## src/rtl/owr_pkg.sv

```systemverilog
package owr_pkg;

    localparam int ID_W_DEF = 64;
    localparam int CMD_W    = 8;

    localparam logic [CMD_W-1:0] OP_READ_ID = 8'h33;
    localparam logic [CMD_W-1:0] OP_MATCH   = 8'h55;
    localparam logic [CMD_W-1:0] OP_SKIP    = 8'hCC;
    localparam logic [CMD_W-1:0] OP_SEARCH  = 8'hF0;
    localparam logic [CMD_W-1:0] OP_ALARM   = 8'hEC;

    typedef enum logic [3:0] {
        ST_WAIT_RST,
        ST_CMD,
        ST_READ_ID,
        ST_MATCH,
        ST_SRCH_BIT,
        ST_SRCH_CMP,
        ST_SRCH_DIR,
        ST_SELECTED,
        ST_MUTE
    } owr_state_e;

    typedef struct packed {
        logic bus_rst;
        logic wr;
        logic wbit;
        logic rd;
    } owr_slot_t;

    function automatic owr_state_e decode_op(input logic [CMD_W-1:0] op,
                                             input logic alarm);
        owr_state_e nxt;
        case (op)
            OP_READ_ID: nxt = ST_READ_ID;
            OP_MATCH:   nxt = ST_MATCH;
            OP_SKIP:    nxt = ST_SELECTED;
            OP_SEARCH:  nxt = ST_SRCH_BIT;
            OP_ALARM:   nxt = alarm ? ST_SRCH_BIT : ST_MUTE;
            default:    nxt = ST_MUTE;
        endcase
        return nxt;
    endfunction

endpackage

```

## src/rtl/owr_cmd_rx.sv

```systemverilog
module owr_cmd_rx #(
    parameter int W = 8
) (
    input  logic         clk,
    input  logic         rst,
    input  logic         clr,
    input  logic         shift_en,
    input  logic         bit_i,
    output logic         done_o,
    output logic [W-1:0] byte_o
);
    localparam int CW = (W > 1) ? $clog2(W) : 1;

    logic [W-2:0]  sr;
    logic [CW-1:0] cnt;

    // LSB first: the newest bit enters at the top
    assign byte_o = {bit_i, sr};
    assign done_o = shift_en && (cnt == CW'(W - 1));

    always_ff @(posedge clk) begin
        if (rst || clr) begin
            sr  <= '0;
            cnt <= '0;
        end else if (shift_en) begin
            sr  <= byte_o[W-1:1];
            cnt <= done_o ? '0 : cnt + 1'b1;
        end
    end
endmodule

```

## src/rtl/owr_id_cursor.sv

```systemverilog
module owr_id_cursor #(
    parameter int ID_W = 64
) (
    input  logic            clk,
    input  logic            rst,
    input  logic            clr,
    input  logic            adv,
    input  logic [ID_W-1:0] id_i,
    output logic            bit_o,
    output logic            last_o
);
    localparam int IDX_W = $clog2(ID_W);

    logic [IDX_W-1:0] idx;

    assign bit_o  = id_i[idx];
    assign last_o = (idx == IDX_W'(ID_W - 1));

    always_ff @(posedge clk) begin
        if (rst || clr)
            idx <= '0;
        else if (adv)
            idx <= last_o ? '0 : idx + 1'b1;
    end
endmodule

```

## src/rtl/owr_rom_layer.sv

```systemverilog
module owr_rom_layer
    import owr_pkg::*;
#(
    parameter int ID_W = owr_pkg::ID_W_DEF
) (
    input  logic            clk,
    input  logic            rst,
    input  logic            bus_reset_i,
    input  logic            wr_valid_i,
    input  logic            wr_bit_i,
    input  logic            rd_req_i,
    input  logic [ID_W-1:0] id_i,
    input  logic            alarm_i,
    output logic            drive_low_o,
    output logic            select_o
);
    owr_slot_t        slot;
    owr_state_e       state, state_nxt;
    logic             cmd_en, cmd_done;
    logic [CMD_W-1:0] cmd_byte;
    logic             cur_adv, id_bit, id_last;
    logic             bit_ok;

    assign slot = '{bus_rst: bus_reset_i, wr: wr_valid_i,
                    wbit: wr_bit_i, rd: rd_req_i};

    assign cmd_en = (state == ST_CMD) && slot.wr && !slot.bus_rst;
    assign bit_ok = (slot.wbit == id_bit);

    owr_cmd_rx #(.W(CMD_W)) cmd_rx_i (
        .clk      (clk),
        .rst      (rst),
        .clr      (slot.bus_rst),
        .shift_en (cmd_en),
        .bit_i    (slot.wbit),
        .done_o   (cmd_done),
        .byte_o   (cmd_byte)
    );

    always_comb begin
        cur_adv = 1'b0;
        case (state)
            ST_READ_ID:  cur_adv = slot.rd;
            ST_MATCH,
            ST_SRCH_DIR: cur_adv = slot.wr && bit_ok;
            default:     cur_adv = 1'b0;
        endcase
    end

    owr_id_cursor #(.ID_W(ID_W)) cursor_i (
        .clk    (clk),
        .rst    (rst),
        .clr    (slot.bus_rst),
        .adv    (cur_adv && !slot.bus_rst),
        .id_i   (id_i),
        .bit_o  (id_bit),
        .last_o (id_last)
    );

    always_comb begin
        state_nxt = state;
        if (slot.bus_rst) begin
            state_nxt = ST_CMD;
        end else begin
            case (state)
                ST_CMD:
                    if (cmd_done) state_nxt = decode_op(cmd_byte, alarm_i);
                ST_READ_ID:
                    if (slot.rd && id_last) state_nxt = ST_SELECTED;
                ST_MATCH:
                    if (slot.wr) begin
                        if (!bit_ok)      state_nxt = ST_MUTE;
                        else if (id_last) state_nxt = ST_SELECTED;
                    end
                ST_SRCH_BIT:
                    if (slot.rd) state_nxt = ST_SRCH_CMP;
                ST_SRCH_CMP:
                    if (slot.rd) state_nxt = ST_SRCH_DIR;
                ST_SRCH_DIR:
                    if (slot.wr) begin
                        if (!bit_ok)      state_nxt = ST_MUTE;
                        else if (id_last) state_nxt = ST_SELECTED;
                        else              state_nxt = ST_SRCH_BIT;
                    end
                default: state_nxt = state;
            endcase
        end
    end

    always_ff @(posedge clk) begin
        if (rst) state <= ST_WAIT_RST;
        else     state <= state_nxt;
    end

    // A pull-down request sends 0; released line sends 1
    always_comb begin
        case (state)
            ST_READ_ID,
            ST_SRCH_BIT: drive_low_o = !id_bit;
            ST_SRCH_CMP: drive_low_o = id_bit;
            default:     drive_low_o = 1'b0;
        endcase
    end

    assign select_o = (state == ST_SELECTED);
endmodule

```

## config.mk

```make
export PLATFORM = sky130hd
export DESIGN_NAME = owr_rom_layer
export DESIGN_NICKNAME = d
export VERILOG_FILES = /design/src/rtl/owr_pkg.sv /design/src/rtl/owr_cmd_rx.sv /design/src/rtl/owr_id_cursor.sv /design/src/rtl/owr_rom_layer.sv
export SDC_FILE = /design/constraint.sdc
export NUM_CORES = 1
export LEC_CHECK = 0
export BUFFER_PORTS_ARGS = -buffer_cell sky130_fd_sc_hd__buf_2
export CAP_MARGIN = 20
export CORE_MARGIN = 4
export CORE_UTILIZATION = 49
export CTS_CLUSTER_SIZE = 28
export DETAILED_ROUTE_END_ITERATION = 8
export PLACE_DENSITY = 0.8
export SLEW_MARGIN = 20
export SYNTH_ARGS = -nofsm -noshare
export SYNTH_HDL_FRONTEND = slang
export SYNTH_SLANG_ARGS = --single-unit
```

## constraint.sdc

```tcl
create_clock -name clk -period 3.27 [get_ports clk]
set_input_delay 0.4905 -clock clk [delete_from_list [all_inputs] [get_ports clk]]
set_output_delay 0.4905 -clock clk [all_outputs]
set_load 0.02 [all_outputs]
```

* Yosys cells after proc, flatten, opt, wreduce, memory -nomap -nowiden
Cells that the tools add are included.
** Operators by class
- Add/sub/neg operators :: 2
- Order comparisons :: 1
- Eq/ne operators :: 29
- Muxes and demuxes :: 20
- Reduce and logical (&&, ||, !) cells :: 16
** Operators by type and width (count)
- 2-to-1 mux 4 bit :: 10
- == test 8 bit (second input constant) :: 3
- case mux 4 bit (6 select lines) :: 1
- case mux 4 bit (5 select lines) :: 1
- == test 4 x 3 -> 1 bit (second input constant) :: 4
- AND reduction 8 bit :: 2
- inequality test 3 bit (second input constant) :: 5
- inequality test 2 bit (second input constant) :: 5
- == test 4 x 2 -> 1 bit (second input constant) :: 2
- == test 8 x 6 -> 1 bit (second input constant) :: 1
- == test 8 x 7 -> 1 bit (second input constant) :: 1
- less-than comparator 6 x 7 -> 1 bit (second input constant) :: 1
- nonzero test 7 bit :: 1
- adder 6 x 1 -> 6 bit (second input constant) :: 1
- binary-select mux 1 bit (select 6 bit) :: 1
- == test 6 bit (second input constant) :: 1
- logical AND 1 bit :: 6
- 2-to-1 mux 6 bit :: 1
- inequality test 3 x 2 -> 1 bit (second input constant) :: 2
- nonzero test 6 bit :: 1
- OR reduction 2 bit :: 3
- == test 4 x 1 -> 1 bit (second input constant) :: 1
- inequality test 4 x 3 -> 1 bit (second input constant) :: 1
- case mux 1 bit (2 select lines) :: 2
- other kinds (9) :: 11
** Word-level totals
- Register bits :: 20
- Bits of input ports :: 71
- Output and inout port bits :: 2
- Logic and storage cells :: 73

* Logic depth before layout (Yosys ltp)
- Word-level depth :: 7
- Gate-level depth with buffers :: 10
- Depth with buffers taken out :: 8

* Modules after synthesis
A second synthesis with hierarchy kept.
** Unflattened totals
- Cells, all modules :: 205
- Area, all modules :: 1871.8 sq um
** Modules (own cells, without submodules)
- owr_id_cursor :: instances 1, cells an instance 89, area each 904.6 sq um
- owr_rom_layer :: instances 1, cells an instance 77, area each 560.5 sq um
- owr_cmd_rx :: instances 1, cells an instance 39, area each 406.6 sq um

* Worst setup path after synthesis
OpenSTA, ideal clock, no wires.
- Path type :: reg2out
- Start :: register cursor_i.idx[0]
- End :: output port drive_low_o
- Data arrival time :: 2491 ps
- Data required time :: 2779 ps
- Slack :: 289 ps
- Cell stages (with the launch flop) :: 10
- Buffers on the path :: 1
- Path through :: dfxtp_1 > buf_6 > mux4_2 > nor2b_4 > a2111oi_2 > or3_4 > nand2_1 > or4b_1 > o31a_1 > nor2_1
** On the way
- Cells in the longest elaborated chain, start to end :: 4
** RTL lines
- start: declaration :: RTL line owr_id_cursor.sv:14 : logic [IDX_W-1:0] idx;
- start signal: assignment :: RTL line owr_id_cursor.sv:23 : idx <= last_o ? '0 : idx + 1'b1;
- binary-select mux 1 bit (select 6 bit) (*) :: RTL line owr_id_cursor.sv:16 : assign bit_o = id_i[idx];
- 2-to-1 mux 1 bit (not written as such) (*) :: RTL line owr_id_cursor.sv:16
- logical NOT 1 bit :: RTL line owr_rom_layer.sv:99 : ST_SRCH_BIT: drive_low_o = !id_bit;
- case mux 1 bit (2 select lines) (*) :: RTL line owr_rom_layer.sv:97 : case (state)
- end: declaration :: RTL line owr_rom_layer.sv:14 : output logic drive_low_o,
Every way passes the cells marked *; elsewhere a longest branch is shown, timed or not. The select of a mux whose other input is x is not followed.

* Worst setup path after layout
- Start :: register cursor_i.idx[1]
- End :: output port drive_low_o
Same word-level chain as after synthesis.

==> flow_summary.toml <==
[synth]
ys_async_sr_fraction_pct = 0
ys_types = 58
yosysWarnings = 0
synth-edff-count = 0
synth_nets = 267
syn-instance-count = 193
ys_ff_latch = 20
syn_area_um2 = 1892
syn_avg_cell_area_um2 = 9.802
ys.flop_type = "dfxtp_1"
seq_area_frac_synth_pct = 21.16

[sta]
rsz0062_at_grt = "yes"
setup_viol = 0
tns_ps = 0
tightest_slew_ps = 627.7
final-hold-violation-count = 0
max_freq_mhz = 305.8
fin_ws_ps = 0.1414
holdWs_ps = 426.8
slew_headroom_pct = 58.04
timing.final.crit_share_pct = 100.0
fin_skew_ps = 3.112
min_period_ps = 3270
report.final.slew_viol_count = 0

[setup_path]
cp_max_fo = 8
cp_slowest_cell = "mux4_2"
rrSetupSlack_ps = 540
critPathArrivalTime_ps = 2780
cp-start-kind = "register"
r2r-end = "cursor_i.idx[5]"
path_buf_inv = 2
worst_ep_required_time_ps = 2780
path_delay_family = "simple AND/OR/NAND/NOR gates"
r2r-start = "cursor_i.idx[1]"
cp.depth = 10
critPathMaxStageDelay_ps = 490
crit_type = "reg -> out"
rr_worst_depth = 10
worstPathCellList = "buf_12 > mux4_2 > mux2_2 > o2bb2ai_2 > or3_4 > nand2_2 > or4b_1 > o31a_1 > nor2_1 > buf_4"
endpoint_kind = "primary output"

[die]
core_area_um2 = 3689
fp.dieArea_um2 = 4919
die_w_um = 70.14
die_y_um = 70.14
row_count = 22
io_pins = 73
start_util_pct = 51.29

[clocking]
clockBufferDepth = 2
numCtsBuffers = 3
clock_sinks = 20
h-tree-depth = 1
clk_pin_slew_worst_paths_ps = 80
root_buffer = "clkbuf_8"
clk_latency_ps = 270
cts_tree = "built"

[power]
ir_drop_mv = 0.2778
power.density_nw_per_um2 = 265.7
finalPower_mw = 0.6577
p_leak_nw = 0.9954

[routing]
drtPass1Iterations = 4
ant_nets = 0
drcViolationCount = 0
viasPerCell = 6.009
drtIter0Drc = 159
routed-via-count = 1905
wl_per_cell_um = 17.28
totalWireLength_mm = 5.478

[hold_path]
worstHoldStart = "rst"
hold-path-cell-count = 2
min_path_type = "in -> reg"
hold_path_end = "state[0]"

[grt]
grt_usage_pct = 21.91
grt_pass1_wl_mm = 8.804
grt_pass1_vias = 1945
antenna_found_initial = 0
overflow = 0
grt_max_degree = 18

[finish]
fillers = 308
multi_input_area_um2 = 1433
antenna_cells = 0
area.sequential_um2 = 406.6
final_layout_size_suffix_gt1_share_pct = 44.61
nets = 344
final_core_util_pct = 67.10
syn_to_final_growth_pct = 30.82

[placement]
dp_hpwl_mm = 4.054
place_congestion = 0.9578
preCtsSetupSlack_ps = 65.89
numPortBuffers = 72

[flow_run]
maxCapViolations = 0

[outcome]
status = "complete, no violations"
[sequential cells by signal (all words and copies together), names as in the netlist]
register,cells
cursor_i.idx,6
cmd_rx_i.sr,7
state,4
cmd_rx_i.cnt,3
[routing by layer]
metal	wire length (µm)	GRT usage, %	up-vias
met3	356	5.468	11
met1	2158	25.09	902
met5	0	0	-
met2	2888	40.71	77
li1	-	-	915
met4	75	4.681	0
[layout make-up]
| cell class | instances | area share (%) |
|---|---|---|
| Timing Repair Buffer | 85 | 19.77 |
| Sequential cell | 20 | 16.43 |
| Inverter | 4 | 0.6067 |
| Tap cell | 48 | 2.427 |
| Clock inverter | 1 | 1.213 |
| Multi-Input combinational cell | 156 | 57.89 |
| Clock buffer | 3 | 1.668 |
[repair_timing]
action,in CTS,in global routing
endpoints found under the setup margin,1,1
endpoints found under the hold margin,0,0
pin swaps,0,1
setup buffers,5,1
hold buffers,0,0
gates resized for setup,4,7
[cells in the final DEF (no fill, tap or decap), types with 5 or more instances in the layout]
cell type | synthesis | routed
o21ai_0 | 6 | 6
nand2_1 | 8 | 7
mux4_2 | 13 | 13
nor2_1 | 21 | 21
nand3_1 | 5 | 5
a21oi_1 | 9 | 9
mux2i_1 | 17 | 17
buf_4 | 2 | 11
buf_2 | 1 | 71
dfxtp_1 | 20 | 17
[stage by stage]
| stage | cells | cell area, µm² |
|---|---|---|
| floorplan | 193 | 1892 |
| CTS | 316 | 2435 |
| finish | 317 | 2475 |
| detailed placement | 307 | 2297 |
| global placement | 307 | 2297 |
| global route | 317 | 2475 |
[cells in the mapped netlist (3+ instances only)]
cell type,count,share of area [%]
nand2_1,8,1.6
inv_1,4,0.79
mux4_2,13,15
nand3_1,5,1.3
o31a_1,3,1.4
dfxtp_1,20,21
mux2i_1,17,9.0
mux4_1,3,4.2
clkbuf_1,6,1.2
ha_1,3,2.0
nor4bb_1,3,1.6
nor2b_1,4,1.3
a32o_1,3,1.6
a21oi_1,9,2.4
nand2b_1,4,1.3
o21ai_0,6,1.6
or3_1,3,0.99
nor3_1,4,1.1
buf_6,3,1.8
nor2_1,21,4.2
[how the worst max path moves through the flow]
| stage | from | to | slack (ps) |
|---|---|---|---|
| after floorplan | cursor_i.idx[0] | drive_low_o | 290 |
| after global placement | cursor_i.idx[0] | drive_low_o | 120 |
| after detailed placement | cursor_i.idx[0] | drive_low_o | 70 |
| after CTS | cursor_i.idx[0] | drive_low_o | 5 |
| after global routing | cursor_i.idx[1] | drive_low_o | -170 |
| final | cursor_i.idx[1] | drive_low_o | 0.1 |
[power breakdown]
group          leakage, nW  switching (mW)  total, mW  internal, mW
sequential           0.163          0.0120      0.259         0.247
clock               0.0357          0.0904      0.254         0.164
combinational        0.796          0.0640      0.144        0.0804
total                0.995           0.166      0.658         0.491
[cell families after synthesis]
| logic type | share of synthesized area [%] |
|---|---|
| adders and majority gates | 1.984 |
| muxes | 29.83 |
| DFF | 21.16 |
| xor gates and xnor gates | 0.4630 |
| buffers and inverters | 5.025 |
| AOI/OAI and AO/OA | 20.83 |
| and+or+nand+nor | 20.70 |
Note: power is estimated with default switching activity, not from simulation.
